==> config.mk <==
export PLATFORM = sky130hd
export DESIGN_NAME = rxck_top
export DESIGN_NICKNAME = d
export VERILOG_FILES = /design/src/rtl/rxck_pkg.sv /design/src/rtl/rxck_csum_acc.sv /design/src/rtl/rxck_verdict.sv /design/src/rtl/rxck_top.sv
export SDC_FILE = /design/constraint.sdc
export NUM_CORES = 1
export LEC_CHECK = 0
export ABC_AREA = 1
export ABC_CLOCK_PERIOD_IN_PS = 17400
export BUFFER_PORTS_ARGS = -buffer_cell sky130_fd_sc_hd__clkbuf_2
export CORE_ASPECT_RATIO = 1.25
export CORE_MARGIN = 2
export CORE_UTILIZATION = 55
export CTS_CLUSTER_SIZE = 20
export DETAILED_ROUTE_END_ITERATION = 7
export HOLD_SLACK_MARGIN = 0.03
export PLACE_DENSITY = 0.76
export SYNTH_ARGS = -nofsm -noshare
export SYNTH_HDL_FRONTEND = slang
export SYNTH_SLANG_ARGS = --single-unit
==> constraint.sdc <==
create_clock -name clk -period 17.4 [get_ports clk]
set_clock_uncertainty 0.05 [all_clocks]
set_input_delay 3.48 -clock clk [delete_from_list [all_inputs] [get_ports clk]]
set_output_delay 3.48 -clock clk [all_outputs]
set_load 0.01 [all_outputs]
==> src/rtl/rxck_pkg.sv <==
package rxck_pkg;
    localparam int LEN_W = 16;
    localparam int WORD_W = 16;

    typedef enum logic [2:0] {
        ST_IDLE, ST_MAC, ST_TYPE, ST_VTAG, ST_LLC, ST_IP, ST_L4, ST_WAIT
    } pst_e;

    localparam logic [WORD_W-1:0] ETYPE_IPV4 = 16'h0800;
    localparam logic [WORD_W-1:0] ETYPE_VLAN = 16'h8100;
    localparam logic [WORD_W-1:0] LEN_LIMIT  = 16'h0600;
    localparam logic [7:0] PROTO_TCP = 8'd6;
    localparam logic [7:0] PROTO_UDP = 8'd17;

    localparam logic [LEN_W-1:0] ONE        = 1;
    localparam logic [LEN_W-1:0] MAC_LAST   = 11;
    localparam logic [LEN_W-1:0] LLC_LAST   = 5;
    localparam logic [LEN_W-1:0] OFF_TLEN   = 3;
    localparam logic [LEN_W-1:0] OFF_FRAG_H = 6;
    localparam logic [LEN_W-1:0] OFF_FRAG_L = 7;
    localparam logic [LEN_W-1:0] OFF_PROTO  = 9;
    localparam logic [LEN_W-1:0] OFF_CSUM_L = 11;
    localparam logic [LEN_W-1:0] OFF_ADDR_A = 13;
    localparam logic [LEN_W-1:0] OFF_ADDR_Z = 19;

    localparam logic [1:0] CODE_NONE = 2'b00;
    localparam logic [1:0] CODE_IP   = 2'b01;
    localparam logic [1:0] CODE_TCP  = 2'b10;
    localparam logic [1:0] CODE_UDP  = 2'b11;

    typedef struct packed {
        pst_e             st;
        logic [LEN_W-1:0] idx;
        logic [7:0]       hi;
        logic             vlan;
        logic             snap;
        logic [3:0]       ihl;
        logic [LEN_W-1:0] tot;
        logic [7:0]       proto;
        logic             frag;
        logic             ip_done;
        logic             ip_ok;
        logic             l4_elig;
        logic             l4_done;
        logic             l4_ok;
        logic [LEN_W-1:0] l4len;
        logic             res_valid;
        logic [1:0]       res_field;
        logic             res_snap;
        logic             drop;
        logic             err_ip;
        logic             err_l4;
    } rxck_state_t;

    function automatic logic [7:0] llc_expect(input logic [LEN_W-1:0] i);
        if (i < 2) return 8'hAA;
        if (i == 2) return 8'h03;
        return 8'h00;
    endfunction
endpackage

==> src/rtl/rxck_csum_acc.sv <==
module rxck_csum_acc #(
    parameter int W    = 16,
    parameter int N_IN = 2
) (
    input  logic                    clk,
    input  logic                    rst_n,
    input  logic                    clr,
    input  logic [N_IN-1:0]         add_en,
    input  logic [N_IN-1:0][W-1:0]  add_word,
    output logic [W-1:0]            sum_q,
    output logic [W-1:0]            sum_d
);
    always_comb begin
        logic [W-1:0] acc;
        logic [W:0]   raw;
        acc = clr ? '0 : sum_q;
        raw = '0;
        for (int i = 0; i < N_IN; i++) begin
            if (add_en[i]) begin
                raw = {1'b0, acc} + {1'b0, add_word[i]};
                acc = raw[W-1:0] + {{(W-1){1'b0}}, raw[W]};
            end
        end
        sum_d = acc;
    end

    always_ff @(posedge clk or negedge rst_n) begin
        if (!rst_n) sum_q <= '0;
        else        sum_q <= sum_d;
    end
endmodule

==> src/rtl/rxck_verdict.sv <==
module rxck_verdict (
    input  logic       en,
    input  logic       ip_done,
    input  logic       ip_ok,
    input  logic       l4_elig,
    input  logic       l4_done,
    input  logic       l4_ok,
    input  logic       is_udp,
    input  logic       snap,
    input  logic [1:0] type_match,
    output logic [1:0] field,
    output logic       snap_o,
    output logic       drop,
    output logic       err_ip,
    output logic       err_l4
);
    import rxck_pkg::*;
    logic [1:0] code;
    logic       ip_bad, l4_bad;

    always_comb begin
        ip_bad = ip_done && !ip_ok;
        l4_bad = ip_done && ip_ok && l4_elig && l4_done && !l4_ok;
        if (!ip_done || !ip_ok)                code = CODE_NONE;
        else if (l4_elig && l4_done && l4_ok)  code = is_udp ? CODE_UDP : CODE_TCP;
        else                                   code = CODE_IP;
        field  = en ? code : type_match;
        snap_o = en && snap;
        drop   = en && (ip_bad || l4_bad);
        err_ip = en && ip_bad;
        err_l4 = en && l4_bad;
    end
endmodule

==> src/rtl/rxck_top.sv <==
module rxck_top
    import rxck_pkg::*;
(
    input  logic       clk,
    input  logic       rst_n,
    input  logic       in_valid,
    input  logic       in_sof,
    input  logic       in_eof,
    input  logic [7:0] in_data,
    input  logic       csum_en,
    input  logic [1:0] type_match,
    output logic       res_valid,
    output logic [1:0] res_field,
    output logic       res_snap,
    output logic       drop_req,
    output logic       err_ip_inc,
    output logic       err_l4_inc
);
    rxck_state_t q, p_d, d;

    logic                         take;
    logic [LEN_W-1:0]             hlen, hlast;
    logic [0:0]                   ip_en;
    logic [0:0][WORD_W-1:0]       ip_word;
    logic [1:0]                   l4_en;
    logic [1:0][WORD_W-1:0]       l4_word;
    logic [WORD_W-1:0]            ip_sum_q, ip_sum_d, l4_sum_q, l4_sum_d;
    logic [WORD_W-1:0]            etype;
    logic [1:0]                   v_field;
    logic                         v_snap, v_drop, v_eip, v_el4;

    // accumulator feeds
    always_comb begin
        take       = in_valid && !in_sof;
        hlen       = {{(LEN_W-6){1'b0}}, q.ihl, 2'b00};
        hlast      = hlen - ONE;
        ip_en[0]   = take && (q.st == ST_IP) && q.idx[0];
        ip_word[0] = {q.hi, in_data};
        l4_en      = '0;
        l4_word    = '0;
        if (take && q.st == ST_IP) begin
            if (q.idx[0] && q.idx >= OFF_ADDR_A && q.idx <= OFF_ADDR_Z) begin
                l4_en[0]   = 1'b1;
                l4_word[0] = {q.hi, in_data};
            end else if (q.idx == OFF_CSUM_L) begin
                l4_en[0]   = 1'b1;
                l4_word[0] = {8'h00, q.proto};
            end
            if (q.idx == hlast) begin
                l4_en[1]   = 1'b1;
                l4_word[1] = q.tot - hlen;
            end
        end else if (take && q.st == ST_L4) begin
            if (q.idx[0]) begin
                l4_en[0]   = 1'b1;
                l4_word[0] = {q.hi, in_data};
            end else if (q.idx == q.l4len - ONE) begin
                l4_en[0]   = 1'b1;
                l4_word[0] = {in_data, 8'h00};
            end
        end
    end

    rxck_csum_acc #(.W(WORD_W), .N_IN(1)) ip_acc_i (
        .clk(clk), .rst_n(rst_n), .clr(in_valid && in_sof),
        .add_en(ip_en), .add_word(ip_word), .sum_q(ip_sum_q), .sum_d(ip_sum_d)
    );

    rxck_csum_acc #(.W(WORD_W), .N_IN(2)) l4_acc_i (
        .clk(clk), .rst_n(rst_n), .clr(in_valid && in_sof),
        .add_en(l4_en), .add_word(l4_word), .sum_q(l4_sum_q), .sum_d(l4_sum_d)
    );

    // header walk
    always_comb begin
        p_d           = q;
        p_d.res_valid = 1'b0;
        p_d.drop      = 1'b0;
        p_d.err_ip    = 1'b0;
        p_d.err_l4    = 1'b0;
        etype         = {q.hi, in_data};
        if (in_valid) begin
            p_d.hi = in_data;
            if (in_sof) begin
                p_d.st      = ST_MAC;
                p_d.idx     = ONE;
                p_d.vlan    = 1'b0;
                p_d.snap    = 1'b0;
                p_d.ihl     = 4'd5;
                p_d.tot     = '0;
                p_d.proto   = '0;
                p_d.frag    = 1'b0;
                p_d.ip_done = 1'b0;
                p_d.ip_ok   = 1'b0;
                p_d.l4_elig = 1'b0;
                p_d.l4_done = 1'b0;
                p_d.l4_ok   = 1'b0;
                p_d.l4len   = '0;
            end else begin
                unique case (q.st)
                    ST_MAC: begin
                        if (q.idx == MAC_LAST) begin p_d.st = ST_TYPE; p_d.idx = '0; end
                        else p_d.idx = q.idx + ONE;
                    end
                    ST_TYPE: begin
                        if (q.idx == '0) p_d.idx = ONE;
                        else begin
                            p_d.idx = '0;
                            if (etype == ETYPE_VLAN && !q.vlan && !q.snap) begin
                                p_d.st = ST_VTAG; p_d.vlan = 1'b1;
                            end else if (etype == ETYPE_IPV4) p_d.st = ST_IP;
                            else if (etype < LEN_LIMIT && !q.snap) p_d.st = ST_LLC;
                            else p_d.st = ST_WAIT;
                        end
                    end
                    ST_VTAG: begin
                        if (q.idx == '0) begin
                            p_d.idx = ONE;
                            if (in_data[4]) p_d.st = ST_WAIT;
                        end else begin
                            p_d.st = ST_TYPE; p_d.idx = '0;
                        end
                    end
                    ST_LLC: begin
                        if (in_data != llc_expect(q.idx)) p_d.st = ST_WAIT;
                        else if (q.idx == LLC_LAST) begin
                            p_d.st = ST_TYPE; p_d.idx = '0; p_d.snap = 1'b1;
                        end else p_d.idx = q.idx + ONE;
                    end
                    ST_IP: begin
                        if (q.idx == '0) begin
                            if (in_data[7:4] != 4'd4 || in_data[3:0] < 4'd5) p_d.st = ST_WAIT;
                            else p_d.ihl = in_data[3:0];
                        end
                        if (q.idx == OFF_TLEN)   p_d.tot = {q.hi, in_data};
                        if (q.idx == OFF_FRAG_H) p_d.frag = in_data[5] || (in_data[4:0] != '0);
                        if (q.idx == OFF_FRAG_L) p_d.frag = q.frag || (in_data != '0);
                        if (q.idx == OFF_PROTO)  p_d.proto = in_data;
                        if (q.idx == hlast) begin
                            p_d.idx     = '0;
                            p_d.ip_done = (q.tot >= hlen);
                            p_d.ip_ok   = (ip_sum_d == '1);
                            p_d.l4len   = q.tot - hlen;
                            p_d.l4_elig = p_d.ip_done && p_d.ip_ok && !q.frag
                                          && (q.proto == PROTO_TCP || q.proto == PROTO_UDP)
                                          && (p_d.l4len != '0);
                            p_d.st      = p_d.l4_elig ? ST_L4 : ST_WAIT;
                        end else if (q.idx != '0 || p_d.st == ST_IP) begin
                            p_d.idx = q.idx + ONE;
                        end
                    end
                    ST_L4: begin
                        if (q.idx == q.l4len - ONE) begin
                            p_d.st      = ST_WAIT;
                            p_d.l4_done = 1'b1;
                            p_d.l4_ok   = (l4_sum_d == '1);
                        end else p_d.idx = q.idx + ONE;
                    end
                    default: ;
                endcase
            end
        end
    end

    rxck_verdict verdict_i (
        .en(csum_en), .ip_done(p_d.ip_done), .ip_ok(p_d.ip_ok),
        .l4_elig(p_d.l4_elig), .l4_done(p_d.l4_done), .l4_ok(p_d.l4_ok),
        .is_udp(p_d.proto == PROTO_UDP), .snap(p_d.snap), .type_match(type_match),
        .field(v_field), .snap_o(v_snap), .drop(v_drop), .err_ip(v_eip), .err_l4(v_el4)
    );

    // end-of-frame result capture
    always_comb begin
        d = p_d;
        if (in_valid && in_eof) begin
            d.st        = ST_IDLE;
            d.res_valid = 1'b1;
            d.res_field = v_field;
            d.res_snap  = v_snap;
            d.drop      = v_drop;
            d.err_ip    = v_eip;
            d.err_l4    = v_el4;
        end
    end

    always_ff @(posedge clk or negedge rst_n) begin
        if (!rst_n) q <= '0;
        else        q <= d;
    end

    assign res_valid  = q.res_valid;
    assign res_field  = q.res_valid ? q.res_field : 2'b00;
    assign res_snap   = q.res_valid && q.res_snap;
    assign drop_req   = q.drop;
    assign err_ip_inc = q.err_ip;
    assign err_l4_inc = q.err_l4;
endmodule

### After elaboration in Yosys (flattened, before gate mapping)

Cells that the tools add are included.

* register bits: 118
* bits of input ports: 16
* output and inout bits: 7

* multiplexer cells: 90
* order comparisons: 6
* equal/unequal tests: 35
* $add $sub $neg: 10
* reduce and logical (&&, ||, !) cells: 63

Operator list (count)
* two-way mux 16 bit: 21
* one-hot mux 19 bit (6 select lines): 1
* two-way mux 79 bit: 1
* two-way mux 8 bit: 9
* two-way mux 52 bit: 1
* adder 16 x 16 -> 17 bit: 3
* adder 16 x 1 -> 16 bit: 3
* == test 16 bit, second input constant: 3
* == test 16 x 3 -> 1 bit, second input constant: 3
* two-way mux 3 bit: 16
* two-way mux 19 bit: 2
* == test 16 bit: 2
* == test 16 x 2 -> 1 bit, second input constant: 2
* == test 16 x 4 -> 1 bit, second input constant: 2
* two-way mux 32 bit: 1
* nonzero test 16 bit: 2
* two-way mux 1 bit: 28
* logical AND 1 bit: 27
* adder 16 x 1 -> 16 bit, second input constant: 1
* == test 16 x 12 -> 1 bit, second input constant: 1
* == test 8 x 5 -> 1 bit, second input constant: 2
* >= comparator 16 x 4 -> 1 bit, second input constant: 1
* >= comparator 16 x 6 -> 1 bit: 1
* <= comparator 16 x 5 -> 1 bit, second input constant: 1
* other kinds (32): 70

### Depth between registers and ports, before layout

Gate-level depths: netlist of the first run.

* depth in word-level cells: 26
* mapped depth: 73

### Hierarchy

Synthesis of the first run repeated with hierarchy kept, for this count alone.

* cells, all modules: 1960
* area, all modules: 12090.3 µm²

By module, submodules not included
* rxck_top: times used 1, seq. area each 2152.1 µm², cells an instance 1019, area an instance 6655.1 µm²
* rxck_csum_acc (l4_acc_i): times used 1, seq. area each 400.4 µm², cells an instance 578, area an instance 3337.0 µm²
* rxck_csum_acc (ip_acc_i): times used 1, seq. area each 400.4 µm², cells an instance 344, area an instance 2009.4 µm²
* rxck_verdict: times used 1, seq. area each 0.0 µm², cells an instance 19, area an instance 88.8 µm²

### Worst setup path after synthesis of the first run

OpenSTA, ideal clock, no wires.

* path kind: input to register
* start: in in_valid
* end: reg q (netlist bit drop_req)
* cell stages on the path: 66
* arrival time: 11093 ps
* setup time: 82 ps
* buffers on the path: 1
* setup slack: 6175 ps
* cells stage by stage: inv_2 nor2_2 inv_1 nor2_8 inv_4 clkbuf_1 nor2_1 inv_1 a21oi_1 a211oi_1 inv_1 fa_1 inv_1 nand2_1 nand2_1 and2_1 nand2_1 nand3_1 (+30 left out) nand2_1 or2_2 nor2_1 nand2_1 nor3_1 nand3_1 nor2_1 nand2_1 nor2_1 nand3_1 nand3_1 nand2_1 nand4_1 nand2_1 nand2_1 nand2_2 or2_1 o22ai_1

RTL lines
* start, declared: line rxck_top.sv:6 `input logic in_valid,`
* end signal, assigned: line rxck_top.sv:187 `if (!rst_n) q <= '0;`
* end signal, assigned: line rxck_top.sv:188 `else q <= d;`
* end, declared: line rxck_top.sv:19 `rxck_state_t q, p_d, d;`

==> results of run 1 <==
[stage by stage]
step	instances	instance area (µm²)	total power [mW]	hold WS [ns]
final	2117	12700	0.796	0.456
after global routing	2117	12700	0.824	0.490
after CTS	2117	12700	0.793	0.460
after detailed placement	2085	12100	0.430	0.444
after global placement	2085	12100	0.428	0.428
after floorplan	1817	11700	0.388	0.400
[cell usage in the layout (no fill, tap or decap), drive strengths merged, types with 4 or more instances in the layout]
cell type	count
nand2	470
inv	298
nor2	216
nand3	168
dfrtp	118
o21ai	108
a21oi	79
ha	65
nand4	42
xor2	40
clkbuf	39
nor3	32
o22ai	23
xnor2	22
nor4	14
or2	11
and2	8
nand3b	7
o21bai	7
o211ai	6
o21a	6
a31o	5
a221oi	5
buf	5
a22oi	5
a31oi	4
fa	4
[per-layer routing]
metal	up-vias	track usage	wire, µm
met5	-	0	0
met4	0	0.168	2010
met3	140	0.0412	1940
met2	450	0.555	17500
met1	5639	0.402	14700
li1	5987	-	-
[worst register-to-register path, delay by kind of cell, from the launching register on]
family | cells | cell delay (ns)
buf+inv | 7 | 1.20
fa+ha+maj | 6 | 1.69
simple gates | 42 | 5.42
compound gates | 9 | 1.09
flops | 1 | 0.74
xor+xnor | 2 | 0.31
[worst paths after layout]
check                      depth (start not counted)     start                end
setup / recovery                                  63  in_valid           drop_req
hold / removal                                     2     q[25]              q[25]
setup reg to reg                                  66     q[67]           drop_req
hold reg to reg                                    2     q[25]              q[25]
max in group asynchronous                          2     rst_n              q[15]
min in group asynchronous                          1     rst_n  ip_acc_i.sum_q[9]
[flip-flops by register name (all words and copies together), names as in the netlist, 3 cells and up]
name,count
q,67
ip_acc_i.sum_q,16
l4_acc_i.sum_q,16
etype,8
hlen,4
p_d,3
[kinds of logic after synthesis]
family / after synthesis
AOI/OAI and AO/OA: 266
xor gates and xnor gates: 62
adders and majority gates: 69
buffers and inverters: 323
DFF: 118
muxes: 2
and+or+nand+nor: 977
[where the power goes]
group	internal (mW)	switching [mW]	total, mW
clock	0.215	0.151	0.366
sequential	0.281	0.0158	0.297
combinational	0.0383	0.0951	0.133
total	0.535	0.261	0.796
[cell type report]
class                      count  area share
inverter                     291      0.0865
sequential                   118       0.233
clock buffer                  18      0.0339
multi-input combinational   1376       0.595
clock inverter                14      0.0130
tap                          274      0.0271
timing repair buffer          26      0.0113
[synthesized netlist by cell type (all sizes together) (2+ instances only)]
master and instances:
a22oi 5, buf 10, o22ai 23, o32ai 2
inv 290, a21oi 79, o21a 6, fa 4
a31oi 4, dfrtp 118, nand2 470, xor2 40
nand4 42, o21bai 7, nor2 216, and2 8
nand3b 7, nor4b 3, a221oi 5, o2111ai 3
o31ai 3, nor3b 3, clkbuf 22, nand3 168
or4 2, nor4 14, o21ai 108, o211ai 6
a211oi 3, ha 65, or2 11, nor3 32
a31o 5, xnor2 22
==> out/qor.txt, run 1 <==
status: completed
initial drt markers: 1110
post-route ant nets: 0
Residual DRC: 0
Slew Limit Headroom: 0.299
crit share post-route: 0.749
setup bufs post-CTS: 0
Die W: 135 µm
mux cell area share after synthesis: 0.00182
top cells by area, synth: dfrtp_1 25%, nand2_1 15%, inv_1 8.8%
RD Place Congestion: 0.951
Worst VDD drop: 0.0663 mV
max_cap viols: 0
post-synth top area share: 0.252
type of destination of the critical path: flop
Synth Area in Simple Gates: 0.380
setup total negative slack: 0 ns
Sink Count: 118
io pins: 23
register area share after synthesis: 0.252
pins over their slew limit: 0
CTS Root Cell: clkbuf_16
layout cells sized above 1: 0.0863
final core occ: 0.606
H-tree levels: 4
Compound-Gate Fraction of Synth Area: 0.136
Final WS setup: 4.36 ns
Final Routed Wirelength: 36.1 mm
vias in the first global route: 11500
Mapped Area: 11700 µm²
reg2reg setup slack: 6.77 ns
post-synthesis adder-cell area fraction: 0.0763
power per cell area: 62.9 nW/µm²
Worst-path clk slew: 0.07 ns
Post-Syn Nets: 1902
Worst Path Required: 17.66 ns
Setup WS pre-CTS: 4.19 ns
wire per inst: 17.1 µm
largest net degree at the start of global routing: 64
hpwl dp: 28.1 mm
Layout Nets: 1915
CP max stage delay: 0.57 ns
Distinct cells, synth: 70
CP top delay family: simple AND/OR/NAND/NOR gates
most used cell, CP: nand2_1
crit start category: primary input
die area: 22500 µm²
diode count: 0
Fin. Hold Viols: 0
Starting Density: 0.561
initial antenna violation count: 0
Rows: 59
worst slew pin tran: 1.04 ns
Worst Path Max Fanout: 24
Syn Area/Cell: 6.44 µm²
HP Class: flop to flop
Post-Syn Instances: 1817
number of enable flip-flop cells after synthesis: 0
slowest library cell on the worst path: nor2_1
Main synth FF type: dfrtp_1
area delta synth->final: 8.04%
Worst Path Arrival: 13.30 ns
area taken by multi-input logic gates: 7520 µm²
global-route wire length before repair: 58.2 mm
LEAKAGE: 6.47 nW
FFs w/ async S/R, synth: 1.00
cell taking the most area after synthesis: dfrtp_1
CTS tree: yes
GRT overflow: 0
Setup Viol. Count Final: 0
Core Area: 20900 µm²
minimum clock period: 13.04 ns
largest family of logic cells by synthesized area: simple AND/OR/NAND/NOR gates
Seq cells post-synth: 118
Synth Area in XOR/XNOR: 0.0483
Overall Global Routing Usage: 0.326
RSZ-0062 raised after global routing: no
Register Area: 2950 µm²
Synth Warn #: 0
Die H: 167 µm
Buf/Inv on CP: 7
critical path class: primary input to flop
fillcell total: 1974
hold-fix buffer count after cts: 0
DRT Pass-1 Iters: 6
TritonCTS Buffers: 17
Via density: 5.77
worst skew pair latency: 0.43 ns
Achievable Freq: 76.7 MHz
clock buffer depth: 2
Port Buffers: 22
routed vias: 12200
Post-CTS Resized: 0
(Power assumes the default switching activity.)
==> run 2: changes to the inputs <==
--- a/config.mk
+++ b/config.mk
@@ -5,8 +5,8 @@
 export SDC_FILE = /design/constraint.sdc
 export NUM_CORES = 1
 export LEC_CHECK = 0
-export ABC_AREA = 1
-export ABC_CLOCK_PERIOD_IN_PS = 17400
+export ABC_AREA = 0
+export ABC_CLOCK_PERIOD_IN_PS = 11600
 export BUFFER_PORTS_ARGS = -buffer_cell sky130_fd_sc_hd__clkbuf_2
 export CORE_ASPECT_RATIO = 1.25
 export CORE_MARGIN = 2
@@ -14,7 +14,7 @@
 export CTS_CLUSTER_SIZE = 20
 export DETAILED_ROUTE_END_ITERATION = 7
 export HOLD_SLACK_MARGIN = 0.03
-export PLACE_DENSITY = 0.76
+export PLACE_DENSITY = 0.79
 export SYNTH_ARGS = -nofsm -noshare
 export SYNTH_HDL_FRONTEND = slang
 export SYNTH_SLANG_ARGS = --single-unit
==> constraint.sdc (replaced) <==
create_clock -name clk -period 11.6 [get_ports clk]
set_clock_uncertainty 0.05 [all_clocks]
set_input_delay 2.32 -clock clk [delete_from_list [all_inputs] [get_ports clk]]
set_output_delay 2.32 -clock clk [all_outputs]
set_load 0.01 [all_outputs]
==> out/qor.txt, run 2 <==
setup total negative slack: 0 ns (unchanged)
GR Util met3: 0.0450 (was 0.0412)
H-tree levels: 4 (unchanged)
Worst-path clk slew: 0.06 ns (was 0.07 ns)
max reg flops: 67 (unchanged)
RD Place Congestion: 0.973 (was 0.951)
worst skew pair latency: 0.43 ns (about the same)
number of enable flip-flop cells after synthesis: 0 (unchanged)
cell taking the most area after synthesis: dfrtp_1 (unchanged)
Net Switching: 357 µW (was 261 µW)
most common cell in the netlist: nand2_1 (unchanged)
slowest library cell on the worst path: or4_1 (was nor2_1)
Worst setup startpoint: in_sof (was in_valid)
TritonCTS Buffers: 17 (unchanged)
hold-fix buffer count after cts: 0 (unchanged)
largest net degree at the start of global routing: 69 (was 64)
Commonest cells post-synth: 142 x nand2_1, 126 x nor2_1, 118 x dfrtp_1 (was 456 x nand2_1, 273 x inv_1, 192 x nor2_1)
worst slew pin tran: 1.14 ns (was 1.04 ns)
Top reg by flops: q (unchanged)
M2 GR Usage: 0.522 (was 0.555)
post-synth top area share: 0.264 (was 0.252)
final core occ: 0.611 (was 0.606)
gr busiest metal: met2 (unchanged)
Core Area: 20000 µm² (was 20900 µm²)
io pins: 23 (unchanged)
Seq cells post-synth: 118 (unchanged)
hpwl dp: 24.6 mm (was 28.1 mm)
Port Buffers: 22 (unchanged)
Distinct cells, synth: 91 (was 70)
Final Routed Wirelength: 32.4 mm (was 36.1 mm)
Worst Path Required: 11.87 ns (was 17.66 ns)
RSZ-0062 raised after global routing: no (unchanged)
Die H: 164 µm (was 167 µm)
routed vias: 10800 (was 12200)
status: completed (unchanged)
worst hold slack: 0.450 ns (was 0.456 ns)
Rows: 58 (was 59)
commonest non-fill, non-tap cell in the layout: nand2_1 (unchanged)
CP max stage delay: 0.46 ns (was 0.57 ns)
HP Class: flop to flop (unchanged)
Final WS setup: 0.664 ns (was 4.36 ns)
Mapped Area: 11200 µm² (was 11700 µm²)
CTS Root Cell: clkbuf_16 (unchanged)
clock buffer depth: 2 (unchanged)
combinational fraction of design power: 0.157 (was 0.168)
Setup Viol. Count Final: 0 (unchanged)
most frequent cells in the layout: 141 x nand2_1, 126 x nor2_1, 118 x dfrtp_1, 92 x o21ai_0, 65 x ha_1 (was 456 x nand2_1, 273 x inv_1, 192 x nor2_1, 160 x nand3_1, 118 x dfrtp_1)
die area: 21500 µm² (was 22500 µm²)
Achievable Freq: 91.4 MHz
area delta synth->final: 9.27% (was 8.04%)
CTS tree: yes (unchanged)
LEAKAGE: 5.68 nW (was 6.47 nW)
post-route ant nets: 0 (unchanged)
clock network power share: 0.470 (was 0.459)
hold_sp: p_d[3] (was q[25])
Residual DRC: 0 (unchanged)
minimum clock period: 10.94 ns
register area share after synthesis: 0.264 (was 0.252)
DRT Pass-1 Iters: 5 (was 6)
Int Power: 859 µW (was 535 µW)
crit share post-route: 0.943
vias in the first global route: 10400 (was 11500)
Post-Syn Instances: 1410 (was 1817)
FFs w/ async S/R, synth: 1.00 (unchanged)
wire per inst: 19.2 µm (was 17.1 µm)
power per cell area: 99.3 nW/µm² (was 62.9 nW/µm²)
Setup WS pre-CTS: -0.123 ns (was 4.19 ns)
Die W: 132 µm (was 135 µm)
global-route wire length before repair: 53.1 mm (was 58.2 mm)
Layout Nets: 1488 (was 1915)
biggest regs: q: 67 flops, ip_acc_i.sum_q: 16 flops, l4_acc_i.sum_q: 16 flops (unchanged)
Starting Density: 0.559 (was 0.561)
Sink Count: 118 (unchanged)
crit start category: primary input (unchanged)
Slew Limit Headroom: 0.236 (was 0.299)
Tot Pwr: 1.22 mW (was 796 µW)
diode count: 0 (unchanged)
Synth Warn #: 0 (unchanged)
type of destination of the critical path: flop (unchanged)
Worst VDD drop: 0.0922 mV (was 0.0663 mV)
layout cells sized above 1: 0.0911 (was 0.0863)
top cells by area, synth: dfrtp_1 26%, ha_1 7.3%, nand2_1 4.8% (was dfrtp_1 25%, nand2_1 15%, inv_1 8.8%)
Syn Area/Cell: 7.95 µm² (was 6.44 µm²)
max_cap viols: 0 (unchanged)
Worst Path Max Fanout: 5 (was 24)
initial antenna violation count: 0 (unchanged)
GRT overflow: 0 (unchanged)
Overall Global Routing Usage: 0.307 (was 0.326)
pins over their slew limit: 0 (unchanged)
sw frac: 0.294 (was 0.328)
Worst Path Arrival: 11.20 ns (was 13.30 ns)
Main synth FF type: dfrtp_1 (unchanged)
Via density: 6.41 (was 5.77)
Seq pwr share: 0.373 (about the same)
critical path class: primary input to flop (unchanged)
Fin. Hold Viols: 0 (unchanged)
Post-Syn Nets: 1495 (was 1902)
met1 layer usage reported by global route: 0.375 (was 0.402)
initial drt markers: 1013 (was 1110)
most used cell, CP: ha_1 (was nand2_1)
RR Startpoint: q[7] (was q[67])
[run 2: changes by cell type after synthesis, moves of 18 or more]
| cell | before | now |
|---|---|---|
| o22ai_1 | 23 | 4 |
| nand2_1 | 456 | 142 |
| inv_1 | 273 | 53 |
| nor2_1 | 192 | 126 |
| a22o_1 | 1 | 19 |
| and2_1 | 8 | 52 |
| clkbuf_1 | 22 | 59 |
| a21o_1 | 0 | 40 |
| nand4_1 | 41 | 20 |
| nand3_1 | 160 | 58 |
| and3_1 | 1 | 20 |
| xnor2_1 | 21 | 58 |
| or3_1 | 0 | 18 |
| a21oi_1 | 77 | 59 |
[run 2: logic make-up (layout without fill, tap and decap cells)]
group,after synthesis,in the layout,synth area share
DFF,118,118,0.264
muxes,26,26,0.0251
adders and majority gates,69,69,0.0797
xor gates and xnor gates,95,95,0.0743
AOI/OAI and AO/OA,375,375,0.231
and+or+nand+nor,605,605,0.285
buffers and inverters,122,128,0.0413
[run 2: cell type report]
cell class / count / area [µm²]
clock inverters: 11 / 173
inverters: 53 / 199
multi-input cells: 1170 / 7860
flip-flops and latches: 118 / 2950
repair buffers: 43 / 270
fillers: 1825 / 7790
clock buffers: 21 / 450
well taps: 270 / 338
[run 2: metal layers]
layer	wire length, µm	share of wire	up-vias
met5	0	0	-
met4	1720	0.053	0
met3	1820	0.056	114
met2	15600	0.48	389
met1	13200	0.41	5144
li1	-	-	5164
[run 2: repair_timing]
| item | in CTS | in global routing |
|---|---|---|
| setup endpoints to repair | 0 | 5 |
| gates resized for setup | 0 | 12 |
| setup buffers | 0 | 2 |
[run 2: power groups by stage]
stage,combinational (mW),clock [mW],sequential (mW)
finish,0.190,0.572,0.454
global route,0.214,0.594,0.456
CTS,0.187,0.575,0.453
detailed placement,0.185,0,0.460
global placement,0.182,0,0.459
floorplan,0.139,0,0.444
[run 2: path summary, 6_finish.rpt]
path / endpoint / cells past startpoint / slack [ns]
max in group asynchronous: q[20] / 2 / 8.28
hold reg to reg: p_d[3] / 1 / 0.45
hold / removal: p_d[3] / 1 / 0.45
min in group asynchronous: ip_acc_i.sum_q[1] / 1 / 1.87
setup / recovery: p_d[4] / 46 / 0.66
setup reg to reg: p_d[4] / 48 / 0.79
[run 2: worst max-delay path, delay by kind of cell]
| family | cells | cell delay (ns) |
|---|---|---|
| buffers and inverters | 4 | 0.49 |
| XOR/XNOR | 1 | 0.20 |
| AO/OA/AOI/OAI | 18 | 3.44 |
| adder cells (fa/ha/maj) | 5 | 1.36 |
| AND/OR/NAND/NOR | 18 | 3.41 |
[run 2: stage by stage]
stage               area [µm²]  cells
finish                   12200   1686
global route             12200   1686
CTS                      12200   1684
detailed placement       11500   1652
global placement         11500   1652
floorplan                11200   1410
==> run 3: changes to the inputs <==
--- a/config.mk
+++ b/config.mk
@@ -8,7 +8,6 @@
 export ABC_AREA = 0
 export ABC_CLOCK_PERIOD_IN_PS = 11600
 export BUFFER_PORTS_ARGS = -buffer_cell sky130_fd_sc_hd__clkbuf_2
-export CORE_ASPECT_RATIO = 1.25
 export CORE_MARGIN = 2
 export CORE_UTILIZATION = 55
 export CTS_CLUSTER_SIZE = 20
@@ -17,4 +16,5 @@
 export PLACE_DENSITY = 0.79
 export SYNTH_ARGS = -nofsm -noshare
 export SYNTH_HDL_FRONTEND = slang
+export SYNTH_HIERARCHICAL = 1
 export SYNTH_SLANG_ARGS = --single-unit
==> out/qor.txt, run 3 <==
Final Routed Wirelength: 31.5 mm (was 32.4 mm)
Commonest cells post-synth: 118 x dfrtp_1, 114 x nor2_1, 82 x nand2_1 (was 142 x nand2_1, 126 x nor2_1, 118 x dfrtp_1)
crit share post-route: 0.951 (was 0.943)
Worst VDD drop: 0.0941 mV (was 0.0922 mV)
Die W: 146 µm (was 132 µm)
initial antenna violation count: 0 (unchanged)
top cells by area, synth: dfrtp_1 27%, ha_1 7.1%, xnor2_1 5.4% (was dfrtp_1 26%, ha_1 7.3%, nand2_1 4.8%)
Top reg by flops: q (unchanged)
Buf/Inv on CP: 3 (was 4)
power per cell area: 101 nW/µm² (was 99.3 nW/µm²)
Die H: 146 µm (was 164 µm)
worst skew pair latency: 0.42 ns (was 0.43 ns)
FFs w/ async S/R, synth: 1.00 (unchanged)
pins over their slew limit: 0 (unchanged)
global-route wire length before repair: 49.9 mm (was 53.1 mm)
diode count: 0 (unchanged)
Post-Syn Instances: 1327 (was 1410)
Setup Viol. Count Final: 0 (unchanged)
GRT overflow: 0 (unchanged)
Reg-to-Reg End: p_d[4] (unchanged)
most common cell in the netlist: dfrtp_1 (was nand2_1)
final core occ: 0.616 (was 0.611)
cell taking the most area after synthesis: dfrtp_1 (unchanged)
RR Startpoint: q[7] (unchanged)
most used cell, CP: ha_1 (unchanged)
Tot Pwr: 1.23 mW (was 1.22 mW)
worst slew pin tran: 1.09 ns (was 1.14 ns)
Sink Count: 118 (unchanged)
vias in the first global route: 9552 (was 10400)
Worst-path clk slew: 0.06 ns (about the same)
Syn Area/Cell: 8.36 µm² (was 7.95 µm²)
CP max stage delay: 0.39 ns (was 0.46 ns)
Residual DRC: 0 (unchanged)
Overall Global Routing Usage: 0.288 (was 0.307)
Final Cell Area: 12100 µm² (was 12200 µm²)
Synth Warn #: 6 (was 0)
hold path endpoint: q[39] (was p_d[3])
placed cell areas: 11500 µm² (about the same)
Slew Limit Headroom: 0.268 (was 0.236)
number of enable flip-flop cells after synthesis: 0 (unchanged)
type of destination of the critical path: flop (unchanged)
post-synth top area share: 0.266 (was 0.264)
crit start category: primary input (unchanged)
r2r worst-path depth: 49 (was 48)
wire per inst: 19.6 µm (was 19.2 µm)
Seq cells post-synth: 118 (unchanged)
hold-fix buffer count after cts: 0 (unchanged)
Via density: 6.48 (was 6.41)
LEAKAGE: 5.49 nW (was 5.68 nW)
layout cells sized above 1: 0.124 (was 0.0911)
Starting Density: 0.564 (was 0.559)
critical path class: primary input to flop (unchanged)
CTS tree: yes (unchanged)
Worst Path Required: 11.86 ns (was 11.87 ns)
area delta synth->final: 9.21% (was 9.27%)
HP Class: flop to flop (unchanged)
Mapped Area: 11100 µm² (was 11200 µm²)
clock buffer depth: 2 (unchanged)
TritonCTS Buffers: 17 (unchanged)
Rows: 51 (was 58)
status: completed (unchanged)
Core Area: 19700 µm² (was 20000 µm²)
biggest regs: q: 67 flops, ip_acc_i/sum_q: 16 flops, l4_acc_i/sum_q: 16 flops (was q: 67 flops, ip_acc_i.sum_q: 16 flops, l4_acc_i.sum_q: 16 flops)
H-tree levels: 4 (unchanged)
Worst Path Max Fanout: 5 (unchanged)
max_cap viols: 0 (unchanged)
Worst Path Arrival: 11.30 ns (was 11.20 ns)
Post-Syn Nets: 1410 (was 1495)
Fin. Hold Viols: 0 (unchanged)
routed vias: 10400 (was 10800)
reg2reg setup slack: 0.67 ns (was 0.79 ns)
post-route ant nets: 0 (unchanged)
setup total negative slack: 0 ns (unchanged)
die area: 21300 µm² (was 21500 µm²)
initial drt markers: 1243 (was 1013)
slowest library cell on the worst path: fa_2 (was or4_1)
Distinct cells, synth: 101 (was 91)
largest net degree at the start of global routing: 64 (was 69)
max reg flops: 67 (unchanged)
hold_sp: q[39] (was p_d[3])
register area share after synthesis: 0.266 (was 0.264)
io pins: 23 (unchanged)
RD Place Congestion: 0.935 (was 0.973)
DRT Pass-1 Iters: 6 (was 5)
commonest non-fill, non-tap cell in the layout: dfrtp_1 (was nand2_1)
Hold Crit Depth: 2 (was 1)
Layout Nets: 1412 (was 1488)
CTS Root Cell: clkbuf_16 (unchanged)
most frequent cells in the layout: 118 x dfrtp_1, 113 x nor2_1, 82 x nand2_1, 80 x a21oi_1, 67 x xnor2_1 (was 141 x nand2_1, 126 x nor2_1, 118 x dfrtp_1, 92 x o21ai_0, 65 x ha_1)
minimum clock period: 11.03 ns (was 10.94 ns)
Achievable Freq: 90.6 MHz (was 91.4 MHz)
Main synth FF type: dfrtp_1 (unchanged)
CP top delay family: compound AO/OA/AOI/OAI gates (unchanged)
hpwl dp: 23.4 mm (was 24.6 mm)
Port Buffers: 22 (unchanged)
## run 3: cell type report
| cell class | instances | area [µm²] |
|---|---|---|
| fill | 1693 | 7540 |
| clock buffer | 19 | 433 |
| sequential | 118 | 2950 |
| tap | 265 | 332 |
| timing repair buffer | 53 | 358 |
| multi-input combinational | 1096 | 7750 |
| clock inverter | 13 | 123 |
| inverter | 43 | 161 |
## run 3: what timing repair did
action / CTS / global route
buffers inserted: 0 / 3
setup endpoints to repair: 0 / 5
gates resized for setup: 0 / 14
## run 3: report_power, final
group          internal (mW)  switching (mW)  leakage (nW)  total, mW
sequential             0.428          0.0326          1.61      0.460
combinational         0.0982           0.165          3.61      0.263
clock                  0.297           0.207         0.261      0.504
## run 3: cell families after synthesis
kind of cell	count (synthesis)	synth area share
flops	118	0.266
compound gates	348	0.217
fa+ha+maj	67	0.0783
mux	37	0.0377
simple gates	527	0.264
xor+xnor	117	0.0950
buf+inv	113	0.0423
## run 3: how the worst max path moves through the flow
stage                      start  depth (start not counted)      to
final                     in_sof                         50  p_d[4]
after global routing      in_sof                         51  p_d[4]
after floorplan           in_sof                         53  p_d[4]
after detailed placement  in_sof                         49  p_d[4]
after CTS                 in_sof                         51  p_d[4]
after global placement    in_sof                         49  p_d[4]
## run 3: per-layer routing
metal / routed length (µm) / GRT usage
met1: 14100 / 0.406
met2: 14200 / 0.453
met4: 876 / 0.101
met3: 2320 / 0.0442
met5: 0 / 0
## run 3: stage by stage
stage,hold WS [ns],cells,worst slack [ns]
global placement,0.411,1572,0.121
CTS,0.433,1604,0.0528
global route,0.489,1607,-0.0898
detailed placement,0.420,1572,-0.353
finish,0.434,1607,0.566
floorplan,0.400,1327,0.466
## run 3: worst min-delay path, delay by kind of cell (launching register included)
family	cells	cell delay (ns)
DFF	1	0.34
and+or+nand+nor	1	0.05
AOI/OAI and AO/OA	1	0.06
